`src/rtl/bridge_err_report.sv`:
```
module bridge_err_report #(
  parameter int NMST  = 16,
  parameter int MID_W = $clog2(NMST),
  parameter int DW    = 16
) (
  input  logic             clk,
  input  logic             rst_n,
  input  logic [6:0]       err_evt,
  input  logic [MID_W-1:0] err_mid,
  input  logic             reg_wr,
  input  logic [1:0]       reg_addr,
  input  logic [DW-1:0]    reg_wdata,
  output logic [DW-1:0]    reg_rdata,
  output logic             serr_o,
  output logic             perr_o,
  output logic [NMST-1:0]  merr_o
);
  localparam int NSRC = 7;
  localparam logic [NSRC-1:0] SERR_SRC = 7'h26;
  localparam logic [NSRC-1:0] PERR_SRC = 7'h18;
  localparam logic [NSRC-1:0] MERR_SRC = 7'h41;
  localparam logic [NMST-1:0] ONE_M    = NMST'(1);

  logic [NSRC-1:0] status, det_mask, hit, clr;
  logic [2:0]      rep_mask;

  assign hit = err_evt & ~det_mask;
  assign clr = (reg_wr && reg_addr == 2'd0) ? reg_wdata[NSRC-1:0] : '0;

  always_ff @(posedge clk) begin
    if (!rst_n) begin
      status   <= '0;
      det_mask <= '0;
      rep_mask <= '0;
      serr_o   <= 1'b0;
      perr_o   <= 1'b0;
      merr_o   <= '0;
    end else begin
      status <= (status & ~clr) | hit;
      if (reg_wr && reg_addr == 2'd1) det_mask <= reg_wdata[NSRC-1:0];
      if (reg_wr && reg_addr == 2'd2) rep_mask <= reg_wdata[2:0];
      serr_o <= |(hit & SERR_SRC) && !rep_mask[0];
      perr_o <= |(hit & PERR_SRC) && !rep_mask[1];
      merr_o <= (|(hit & MERR_SRC) && !rep_mask[2]) ? (ONE_M << err_mid) : '0;
    end
  end

  always_comb begin
    case (reg_addr)
      2'd0:    reg_rdata = DW'(status);
      2'd1:    reg_rdata = DW'(det_mask);
      2'd2:    reg_rdata = DW'(rep_mask);
      default: reg_rdata = '0;
    endcase
  end


  sticky_chk: assert property (@(posedge clk) disable iff (!rst_n)
    !(reg_wr && reg_addr == 2'd0) |=> ((status & $past(status)) == $past(status)));


  masked_chk: assert property (@(posedge clk) disable iff (!rst_n)
    1'b1 |=> ((status & $past(err_evt & det_mask & ~status)) == '0));


  serr_chk: assert property (@(posedge clk) disable iff (!rst_n)
    serr_o |-> ($past(|(err_evt & ~det_mask & SERR_SRC)) && !$past(rep_mask[0])));


  perr_chk: assert property (@(posedge clk) disable iff (!rst_n)
    perr_o |-> $past(|(err_evt & ~det_mask & PERR_SRC)));


  merr_onehot_chk: assert property (@(posedge clk) disable iff (!rst_n)
    $onehot0(merr_o));
endmodule

```
`config.mk`:
```
export PLATFORM = sky130hd
export DESIGN_NAME = bridge_err_report
export DESIGN_NICKNAME = d
export VERILOG_FILES = /design/src/rtl/bridge_err_report.sv
export SDC_FILE = /design/constraint.sdc
export NUM_CORES = 1
export LEC_CHECK = 0
export BUFFER_PORTS_ARGS = -buffer_cell sky130_fd_sc_hd__buf_2
export CAP_MARGIN = 20
export CORE_AREA = 10 10 76 62
export CTS_BUF_LIST = sky130_fd_sc_hd__clkbuf_8 sky130_fd_sc_hd__clkbuf_16
export CTS_CLUSTER_DIAMETER = 100
export DETAILED_ROUTE_END_ITERATION = 10
export DIE_AREA = 0 0 86 72
export HOLD_SLACK_MARGIN = 0.08
export MAX_ROUTING_LAYER = met4
export PLACE_DENSITY_LB_ADDON = 0.05
export RECOVER_POWER = 100
export SLEW_MARGIN = 20
export SYNTH_ARGS = -nofsm -noshare
export SYNTH_HDL_FRONTEND = slang
export SYNTH_SLANG_ARGS = --single-unit
export TNS_END_PERCENT = 10
```
`constraint.sdc`:
```
create_clock -name clk -period 1.3 [get_ports clk]
set_input_delay 0 -clock clk [delete_from_list [all_inputs] [get_ports clk]]
set_output_delay 0 -clock clk [all_outputs]
set_load 0.03 [all_outputs]
```
# [After elaboration in Yosys (flattened, before gate mapping)]
# Index checks and enable logic that the tools add are counted.
[op_classes] n_mul=0 eq_ne=2 n_bitwise=5 muxes=2 n_lt_le_gt_ge=0 shifts=1 div=0 reduce_logical=14 addsub=0
[op_table] cell="7-bit case mux with 3 select lines" n=1
[op_table] cell="1-bit by 4-bit left shift with 16-bit output, first input constant" n=1
[op_table] cell="7-bit AND" n=2
[op_table] cell="7-bit NOT" n=2
[op_table] cell="7-bit 2-to-1 mux" n=1
[op_table] cell="7-bit OR" n=1
[op_table] cell="1-bit logical AND" n=6
[op_table] cell="2-bit OR reduction" n=2
[op_table] cell="1-bit logical NOT" n=3
[op_table] cell="3-bit OR reduction" n=1
[op_table] cell="2-bit by 1-bit == test with 1-bit output, second input constant" n=1
[op_table] cell="2-bit == test, second input constant" n=1
[op_table] cell="2-bit logical NOT" n=1
[op_table] cell="2-bit AND reduction" n=1
[totals] romBits=0 regBits=35 ramBits=0 latchBits=0 n_memories=0 out_inout_bits=34

# [Logic depth before layout (Yosys ltp)]
# Gate-level depths: netlist (run 1).
[depth] depth_word=6 mapped_depth=5 mapped_depth_nobuf=3

# [Worst setup path before layout (run 1)]
# OpenSTA, ideal clock, no wires.
[synth_path] kind="reg-to-output" from="reg rep_mask[0]" to="out reg_rdata[0]" path_buffers=0 stages_incl_launch_ff=3 slack_ns=0.228 arrival_ns=1.072 path_cell_list="dfxtp_1 mux2i_1 o21ai_0"
[synth_between] elab_chain_cells=1
[synth_rtl] element="start: declaration" line_no="25" source="logic [2:0] rep_mask;"
[synth_rtl] element="start signal: assignment" line_no="41" source="if (reg_wr && reg_addr == 2'd2) rep_mask <= reg_wdata[2:0];"
[synth_rtl] element="7-bit case mux with 3 select lines" line_no="49" source="case (reg_addr)"
[synth_rtl] element="end: declaration" line_no="13" source="output logic [DW-1:0] reg_rdata,"
# Every way passes these cells.

# [Final worst setup path (run 1)]
[layout_path] from="reg det_mask[0]" to="reg merr_o[4]"
[layout_between] elab_chain_cells=5
[layout_rtl] element="start: declaration" line_no="24" source="logic [NSRC-1:0] status, det_mask, hit, clr;"
[layout_rtl] element="start signal: assignment" line_no="40" source="if (reg_wr && reg_addr == 2'd1) det_mask <= reg_wdata[NSRC-1:0];"
[layout_rtl] element="7-bit NOT" line_no="27" source="assign hit = err_evt & ~det_mask;"
[layout_rtl] element="7-bit AND" line_no="27"
[layout_rtl] element="2-bit OR reduction" line_no="44" source="merr_o <= (|(hit & MERR_SRC) && !rep_mask[2]) ? (ONE_M << err_mid) : '0;"
[layout_rtl] element="1-bit logical AND" line_no="44"
[layout_rtl] element="2-bit AND reduction (no source line)"
[layout_rtl] element="end signal: assignment" line_no="44"
[layout_rtl] element="end: declaration" line_no="16" source="output logic [NMST-1:0] merr_o"
# Every way passes these cells.
# A chain may end at the register's enable or synchronous reset.

==> impl_metrics.json, run 1 <==
{
  "via_per_inst": 4.83,
  "critPathCaptureType": "flop",
  "tns_ns": 0,
  "syn_avg_cell_area_um2": 9.63,
  "dr_total_vias": 1208,
  "ir_drop_mv": 0.755,
  "numCtsBuffers": 5,
  "synth_edf_count": 0,
  "synth.largest_area_cell": "dfxtp_1",
  "die_h_um": 72,
  "power_switching_w": 0.000603,
  "avgRoutedWirePerCell_um": 14.2,
  "dieArea_mm2": 0.00619,
  "rsz0062_at_grt": "false",
  "cts_root_buf": "clkbuf_8",
  "p_comb_share_pct": 12.5,
  "postSynth.asyncResetShare_pct": 0,
  "grt_pass1_wl_um": 5510,
  "max_stage_delay_ns": 0.32,
  "ys_warn_count": 0,
  "power_frac_seq_pct": 43.6,
  "dp_slack_ns": 0.164,
  "yosysTopAreaCellShare_pct": 48.5,
  "fin_crit_sh_pct": 88.7,
  "grt_max_degree": 27,
  "ys_ff_latch": 35,
  "synthTopCellsByCount": "dfxtp_1, nor2_1, buf_4, nand2_1, nand3_1",
  "cts_buffer_depth": 2,
  "final_max_slew_viol_count": 0,
  "num_antenna_cells": 0,
  "synthFlopType": "dfxtp_1",
  "hold_depth": 3,
  "power_w": 0.00259,
  "core-area_mm2": 0.00322,
  "drc": 0,
  "synth_area_leaders": "dfxtp_1, buf_4, mux2i_1",
  "synth-seq-area-share_pct": 48.5,
  "intPower_w": 0.00199,
  "utilization_pct": 57.7,
  "outcome": "finished, final reports clean",
  "setup_violations": 0,
  "cp_slowest_cell": "dfxtp_1",
  "hold_end": "status[4]",
  "grtUsageTotal_pct": 11.4,
  "postPlaceCellArea_mm2": 0.00165,
  "critical_path_arrival_ns": 1.35,
  "worstHoldStart": "err_evt[4]",
  "antenna_found_initial": 0,
  "worstRegToRegCells": 3,
  "syn_inst": 150,
  "area_growth_pct": 28.6,
  "yosysUniqueCellTypes": 27,
  "synth_most_common_cell": "dfxtp_1",
  "hold_violations": 0,
  "fillers": 312,
  "h-tree-depth": 2,
  "finalClockSkew_ns": 0.00575,
  "drv_cap": 0,
  "hold_path_class": "in2reg",
  "powerDensity_mw_per_mm2": 1400,
  "final_area_mm2": 0.00186,
  "routed_wl_um": 3550,
  "tritoncts": "yes",
  "worst_pin_slew_ns": 0.535,
  "reg2reg_from": "det_mask[0]",
  "cts_resized": 0,
  "gr-total-overflow": 0,
  "fp.dieW_um": 86,
  "gp_congestion": 0.807,
  "worstSkewPairLatency_ns": 0.28,
  "rr_endpoint": "merr_o[4]",
  "startpoint_type": "flop",
  "clock_sinks": 35,
  "io_pins": 66,
  "netSwitchingFraction_pct": 23.3,
  "drive_gt1_share_pct": 17.6,
  "cp_max_fo": 5,
  "max-slew-margin-rel_pct": 64.2,
  "start_util_pct": 44.8,
  "cellLeakagePower_nw": 0.772,
  "final_nets": 241,
  "p_clk_share_pct": 43.8,
  "drtIter0Drc": 87,
  "crit_required_ns": 1.50,
  "post-route-min-period_ns": 1.15,
  "r2r_slack_ns": 0.15,
  "dp_hpwl_um": 2710,
  "netlist_area_mm2": 0.00144,
  "drt_first_pass_iters": 5,
  "crit_type": "reg2reg",
  "max_freq_mhz": 867,
  "setup_ws_ns": 0.146,
  "worstPathCellList": "and2b_1 -> o2111ai_2 -> nor3_1",
  "grt_pass1_vias": 1160,
  "clkTransAtPathRegs_ns": 0.07,
  "antenna_left": 0,
  "port_buffers": 47,
  "rows": 18
}
-- worst max-delay path, delay by kind of cell, from the launching register on --
kind               cells  cell delay [ns]
and+or+nand+nor        2             0.51
AOI/OAI and AO/OA      1             0.23
DFF                    1             0.32
-- worst max-delay path by stage --
stage                start      endpoint  slack, ns
2_1_floorplan  rep_mask[0]  reg_rdata[0]       0.23
3_3_place_gp   det_mask[0]     merr_o[4]       0.19
3_5_place_dp   det_mask[0]     merr_o[4]       0.16
4_1_cts        rep_mask[0]  reg_rdata[0]       0.14
5_1_grt        det_mask[0]     merr_o[4]       0.02
6_report       det_mask[0]     merr_o[4]       0.15
-- metrics by stage --
stage	std cells	hold slack, ns
after floorplan	158	0.0768
after global placement	231	0.247
after detailed placement	231	0.255
after CTS	250	0.106
after global routing	250	0.114
final	250	0.120
-- timing repair --
item                                   4_1_cts  5_1_grt
endpoints found under the hold margin       29        0
hold buffers                                11        0
buffers inserted                             0        0
-- power groups by stage --
stage	clock network (W)	logic, W	registers (W)
after floorplan	0	0.000219	0.00117
after global placement	0	0.000302	0.00115
after detailed placement	0	0.000309	0.00115
after CTS	0.00116	0.000336	0.00113
after global routing	0.00120	0.000355	0.00113
final	0.00114	0.000325	0.00113
-- layer usage --
layer | part of all wire, % | GRT usage (%)
met2 | 44 | 17.3
met4 | 1.9 | 4.74
met3 | 7.0 | 4.69
met1 | 47 | 13.0
met5 | 0 | -
-- state kept, by name, indices dropped and copies added, names as in the netlist --
name      count
merr_o       16
det_mask      7
status        7
rep_mask      3
perr_o        1
serr_o        1
-- cells by family (layout without fill, tap and decap cells) --
family                 Yosys count  in the layout  synth area share (%)
other                            1              9                 0.260
DFF                             35             35                  48.5
and+or+nand+nor                 59             59                  22.0
muxes                            7              7                  4.85
AOI/OAI and AO/OA               31             31                  15.9
buffers and inverters           17             69                  8.41
-- area by class of cell --
cell class	count	area, µm²	area share (%)
clock buffer	5	68.8	3.71
clock inverter	3	63.8	3.44
inverter	2	7.51	0.404
multi-input combinational	106	644	34.7
sequential	35	701	37.7
tap	40	50.0	2.70
timing repair buffer	59	322	17.3
-- cells in the final DEF (no fill, tap or decap) --
master         instances
conb_1                 9
a21boi_1               1
o21ai_1                4
bufinv_16              2
dlygate4sd3_1         11
dfxtp_1               35
nand3b_1               1
nand2b_1               2
nor3_1                 5
buf_2                 18
clkbuf_2               4
buf_4                  1
and2b_1                2
nor2b_1                6
nand2_1               11
a21boi_0               6
clkbuf_8               5
nor3b_2                1
clkbuf_1              25
nand3_1               10
mux2i_1                7
nor2_1                17
nor3b_1                2
o21ai_0                9
nand3b_4               1
o2111ai_2              4
and2b_4                1
inv_1                  3
o21a_1                 7
Power figures use the tool's default switching activity.
==> inputs of run 2 (changes only) <==
==> constraint.sdc (replaced) <==
create_clock -name clk -period 1.3 [get_ports clk]
set_input_delay 0.195 -clock clk [delete_from_list [all_inputs] [get_ports clk]]
set_output_delay 0.195 -clock clk [all_outputs]
set_load 0.03 [all_outputs]
==> run 2 against run 1 <==
First-iteration DRC count down 29%. Routed wire length up 0.34%. Sequential cell count unchanged. Sequential power about the same. Cell count down 2.8%. Utilization down 2.4 points. Fmax down 7.5%. Register-to-register slack about the same. Sequential share of layout area up 1.7 points. Global-route usage up 0.43 points. Largest power group is now sequential cells. Via count down 2.7%. Largest cell class unchanged. Clock power down 13%. Critical path type is now reg2out.
==> impl_metrics.json, run 2 (same netlist as run 1, synthesis figures left out) <==
{
  "outcome": "finished, final reports clean",
  "drtIter0Drc": 62,
  "final_max_slew_viol_count": 0,
  "crit_required_ns": 1.11,
  "grt_pass1_wl_um": 5680,
  "grt_pass1_vias": 1203,
  "max_freq_mhz": 802,
  "fp.dieW_um": 86,
  "avgRoutedWirePerCell_um": 14.7,
  "fin_crit_sh_pct": 95.9,
  "final_nets": 234,
  "hold_violations": 0,
  "cp_max_fo": 3,
  "startpoint_type": "flop",
  "start_util_pct": 44.8,
  "critPathCaptureType": "output port",
  "hold_end": "det_mask[3]",
  "num_antenna_cells": 0,
  "r2r_slack_ns": 0.16,
  "worstRegToRegCells": 3,
  "numCtsBuffers": 5,
  "postPlaceCellArea_mm2": 0.00168,
  "layout_commonest_cell": "dfxtp_1",
  "grtUsageTotal_pct": 11.8,
  "setup_violations": 0,
  "routed_wl_um": 3560,
  "worstSkewPairLatency_ns": 0.28,
  "utilization_pct": 55.2,
  "drive_gt1_share_pct": 24.6,
  "cts_root_buf": "clkbuf_8",
  "port_buffers": 47,
  "place_inst": 235,
  "cts_buffer_depth": 2,
  "post-route-min-period_ns": 1.25,
  "tritoncts": "yes",
  "antenna_found_initial": 0,
  "worstHoldStart": "reg_wdata[3]",
  "dieArea_mm2": 0.00619,
  "reg2reg_from": "det_mask[0]",
  "wl_met3_um": 286,
  "dr_wl_met2_um": 1550,
  "rows": 18,
  "ir_drop_mv": 0.813,
  "finalClockSkew_ns": 0.00630,
  "dp_hpwl_um": 2820,
  "gp_congestion": 0.807,
  "io_pins": 66,
  "clkTransAtPathRegs_ns": 0.07,
  "drt_first_pass_iters": 4,
  "drc": 0,
  "clock_sinks": 35,
  "antenna_left": 0,
  "rsz0062_at_grt": "true",
  "final-instance-count-excl-fill": 243,
  "largest_registers": "merr_o: 16 flops, det_mask: 7 flops, status: 7 flops",
  "drv_cap": 0,
  "hold_buffers": 0,
  "fillers": 322,
  "final_cell_mix": "dfxtp_1, buf_2, clkbuf_1",
  "rr_endpoint": "merr_o[8]",
  "via_per_inst": 4.84,
  "h-tree-depth": 2,
  "hold_path_class": "in2reg",
  "critical_path_arrival_ns": 1.05,
  "cellLeakagePower_nw": 0.754,
  "top_layer": "met4",
  "wl_met1_um": 1690,
  "post_cts_buffers": 0,
  "crit_type": "reg2out",
  "largest_reg_flops": 16,
  "cts_resized": 0,
  "core-area_mm2": 0.00322,
  "die_h_um": 72,
  "grt_max_degree": 17,
  "dr_total_vias": 1175,
  "powerDensity_mw_per_mm2": 1370,
  "area_growth_pct": 23.2,
  "gr-total-overflow": 0,
  "final_area_mm2": 0.00178,
  "top_register": "merr_o",
  "hold_depth": 3
}
## run 2: changes by cell type in the layout (fill, tap and decap cells not counted), sizes merged
| cell | before | now |
|---|---|---|
| bufinv | 2 | 1 |
| dlygate4sd3 | 11 | 0 |
| inv | 3 | 2 |
| clkbuf | 34 | 28 |
| buf | 19 | 30 |
| clkinv | 0 | 1 |
## run 2: how the worst max path moves through the flow
stage,from,to,cells past startpoint
CTS,rep_mask[1],reg_rdata[1],3
detailed placement,reg_addr[0],status[4],4
global route,rep_mask[0],reg_rdata[0],3
finish,rep_mask[0],reg_rdata[0],3
floorplan,reg_addr[1],reg_rdata[1],3
global placement,reg_addr[0],status[0],4
## run 2: through the flow
step / power, W / worst slack [ns] / hold slack, ns / TNS (ns)
2_1_floorplan: 0.00139 / -0.00748 / 0.272 / -0.0145
3_3_place_gp: 0.00147 / 0.137 / 0.437 / 0
3_5_place_dp: 0.00148 / 0.112 / 0.445 / 0
4_1_cts: 0.00246 / 0.00326 / 0.147 / 0
5_1_grt: 0.00253 / -0.0172 / 0.163 / -0.0172
6_report: 0.00244 / 0.0531 / 0.160 / 0
## run 2: area by class of cell
type / count / area (µm²) / share of cell area, %
Clock buffer: 6 / 82.6 / 4.64
Timing Repair Buffer: 52 / 260 / 14.6
Inverter: 2 / 7.51 / 0.422
Multi-Input combinational cell: 106 / 642 / 36.1
Tap cell: 40 / 50.0 / 2.81
Clock inverter: 2 / 35.0 / 1.97
Sequential cell: 35 / 702 / 39.5
## run 2: routing by layer
metal	GRT usage, %	vias to the layer above
met3	5.36	4
met5	-	-
met4	4.93	0
met2	17.6	44
li1	-	599
met1	13.6	528
## run 2: report_power, final
group / internal [W] / leakage [nW] / switching (W)
clock: 0.000620 / 0.0612 / 0.000370
sequential: 0.00111 / 0.287 / 0.0000187
combinational: 0.000111 / 0.406 / 0.000209
total: 0.00184 / 0.754 / 0.000597
## run 2: worst max-delay path, cell delays in order, from the launching register on
cell and delay (ns):
dfxtp_1 0.36, mux2i_1 0.08, o21ai_1 0.13, clkbuf_4 0.20
==> inputs of run 3 (changes only) <==
--- a/config.mk
+++ b/config.mk
@@ -7,11 +7,14 @@
 export LEC_CHECK = 0
 export BUFFER_PORTS_ARGS = -buffer_cell sky130_fd_sc_hd__buf_2
 export CAP_MARGIN = 20
-export CORE_AREA = 10 10 76 62
+export CELL_PAD_IN_SITES_DETAIL_PLACEMENT = 1
+export CELL_PAD_IN_SITES_GLOBAL_PLACEMENT = 2
+export CORE_AREA = 10 10 98 78
 export CTS_BUF_LIST = sky130_fd_sc_hd__clkbuf_8 sky130_fd_sc_hd__clkbuf_16
 export CTS_CLUSTER_DIAMETER = 100
+export CTS_CLUSTER_SIZE = 14
 export DETAILED_ROUTE_END_ITERATION = 10
-export DIE_AREA = 0 0 86 72
+export DIE_AREA = 0 0 108 88
 export HOLD_SLACK_MARGIN = 0.08
 export MAX_ROUTING_LAYER = met4
 export PLACE_DENSITY_LB_ADDON = 0.05
@@ -20,4 +23,3 @@
 export SYNTH_ARGS = -nofsm -noshare
 export SYNTH_HDL_FRONTEND = slang
 export SYNTH_SLANG_ARGS = --single-unit
-export TNS_END_PERCENT = 10
==> run 3 against run 2 <==
Via count rose by 0.68%. Setup slack got worse by 0.026 ns. Worst hold slack improved by 0.015 ns. First-iteration DRC count fell by 58%. Global-route usage fell by 2.7 points. Design area rose by 3.1%.
==> impl_metrics.json, run 3 (same netlist as run 1, synthesis figures left out) <==
{
  "outcome": "finished, final reports clean",
  "io_pins": 66,
  "drt_first_pass_iters": 4,
  "dr_total_vias": 1183,
  "dieArea_mm2": 0.00950,
  "clkTransAtPathRegs_ns": 0.08,
  "worstSkewPairLatency_ns": 0.28,
  "reg2reg_from": "det_mask[0]",
  "rsz0062_at_grt": "true",
  "fp.dieW_um": 108,
  "power_w": 0.00246,
  "fin_crit_sh_pct": 97.9,
  "final_max_slew_viol_count": 0,
  "largest_registers": "merr_o: 16 flops, det_mask: 7 flops, status: 7 flops",
  "cts_root_buf": "clkbuf_8",
  "drtIter0Drc": 26,
  "p_clk_share_pct": 40.7,
  "hold_violations": 0,
  "tns_ns": 0,
  "startpoint_type": "flop",
  "clock_sinks": 35,
  "tritoncts": "yes",
  "avgRoutedWirePerCell_um": 14.9,
  "hold_path_class": "in2reg",
  "intPower_w": 0.00184,
  "core-area_mm2": 0.00574,
  "rows": 24,
  "critical_path_arrival_ns": 1.08,
  "p_comb_share_pct": 13.2,
  "crit_required_ns": 1.11,
  "post-route-min-period_ns": 1.27,
  "num_antenna_cells": 0,
  "grtUsageTotal_pct": 9.10,
  "dp_hpwl_um": 3380,
  "powerDensity_mw_per_mm2": 1340,
  "setup_ws_ns": 0.0268,
  "final_cell_mix": "dfxtp_1, buf_2, clkbuf_1",
  "h-tree-depth": 2,
  "antenna_found_initial": 0,
  "cellLeakagePower_nw": 0.762,
  "setup_violations": 0,
  "top_register": "merr_o",
  "die_h_um": 88,
  "grt_max_degree": 20,
  "max_freq_mhz": 785,
  "critPathCaptureType": "output port",
  "cp_max_fo": 3,
  "ir_drop_mv": 0.372,
  "finalClockSkew_ns": 0.0113,
  "worstHoldStart": "reg_wdata[3]",
  "via_per_inst": 4.23,
  "crit_path_start": "rep_mask[0]",
  "holdWs_ns": 0.175,
  "grt_pass1_wl_um": 6470,
  "drv_cap": 0,
  "power_frac_seq_pct": 46.0,
  "layout_commonest_cell": "dfxtp_1",
  "dp_slack_ns": 0.0191,
  "start_util_pct": 25.2,
  "routed_wl_um": 4180,
  "hold_buffers": 0,
  "gr-total-overflow": 0,
  "port_buffers": 47,
  "cts_buffer_depth": 2,
  "final_nets": 233,
  "numCtsBuffers": 5,
  "largest_reg_flops": 16,
  "grt_pass1_vias": 1286,
  "antenna_left": 0,
  "netSwitchingFraction_pct": 25.0,
  "gp_congestion": 0.732,
  "power_switching_w": 0.000613,
  "fillers": 683,
  "drc": 0,
  "crit_type": "reg2out",
  "drive_gt1_share_pct": 26.2,
  "area_growth_pct": 27.0
}
run 3: worst max-delay path, cell delays in order, from the launching register on:
cell and delay [ns]:
dfxtp_2 0.35, mux2i_1 0.07, o21ai_1 0.18, buf_4 0.19
run 3: per-layer routing:
layer  up-vias  routed length (µm)  part of all wire (%)  GRT usage (%)
met5         -                   0                     0              -
met4         0                  42                   1.0           3.27
met3         2                 233                   5.6           3.23
met2        33                1830                    44           13.8
met1       550                2070                    50           10.9
li1        598                   -                     -              -
run 3: through the flow:
step | utilization [%] | cell area, µm² | cells
after floorplan | - | 1470 | 158
after global routing | 32.0 | 1830 | 280
after global placement | 30.0 | 1720 | 272
after CTS | 32.2 | 1850 | 280
final | 32.0 | 1830 | 280
after detailed placement | 30.0 | 1720 | 272
run 3: what timing repair did:
item	4_1_cts	5_1_grt
buffers inserted	0	0
setup endpoints to repair	2	4
pin swaps	2	2
resized for setup	4	4
run 3: worst paths after layout:
kind	end	slack, ns	depth (start not counted)
min reg2reg	serr_o	0.45	1
max reg2reg	merr_o[7]	0.10	3
min	det_mask[3]	0.17	3
max	reg_rdata[0]	0.03	3
run 3: final cells by class:
class / instances / area [µm²] / area share [%]
Tap cell: 78 / 97.6 / 5.32
Timing Repair Buffer: 51 / 250 / 13.6
Multi-Input combinational cell: 106 / 657 / 35.8
Sequential cell: 35 / 704 / 38.4
Inverter: 2 / 7.51 / 0.409
Clock inverter: 2 / 35.0 / 1.91
Clock buffer: 6 / 82.6 / 4.50
run 3: power by group through the flow:
| stage | sequential [W] | clock (W) | combinational [W] |
|---|---|---|---|
| finish | 0.00113 | 0.00100 | 0.000325 |
| global route | 0.00114 | 0.00110 | 0.000356 |
| CTS | 0.00113 | 0.00104 | 0.000332 |
| detailed placement | 0.00115 | 0 | 0.000329 |
| global placement | 0.00115 | 0 | 0.000322 |
| floorplan | 0.00117 | 0 | 0.000221 |
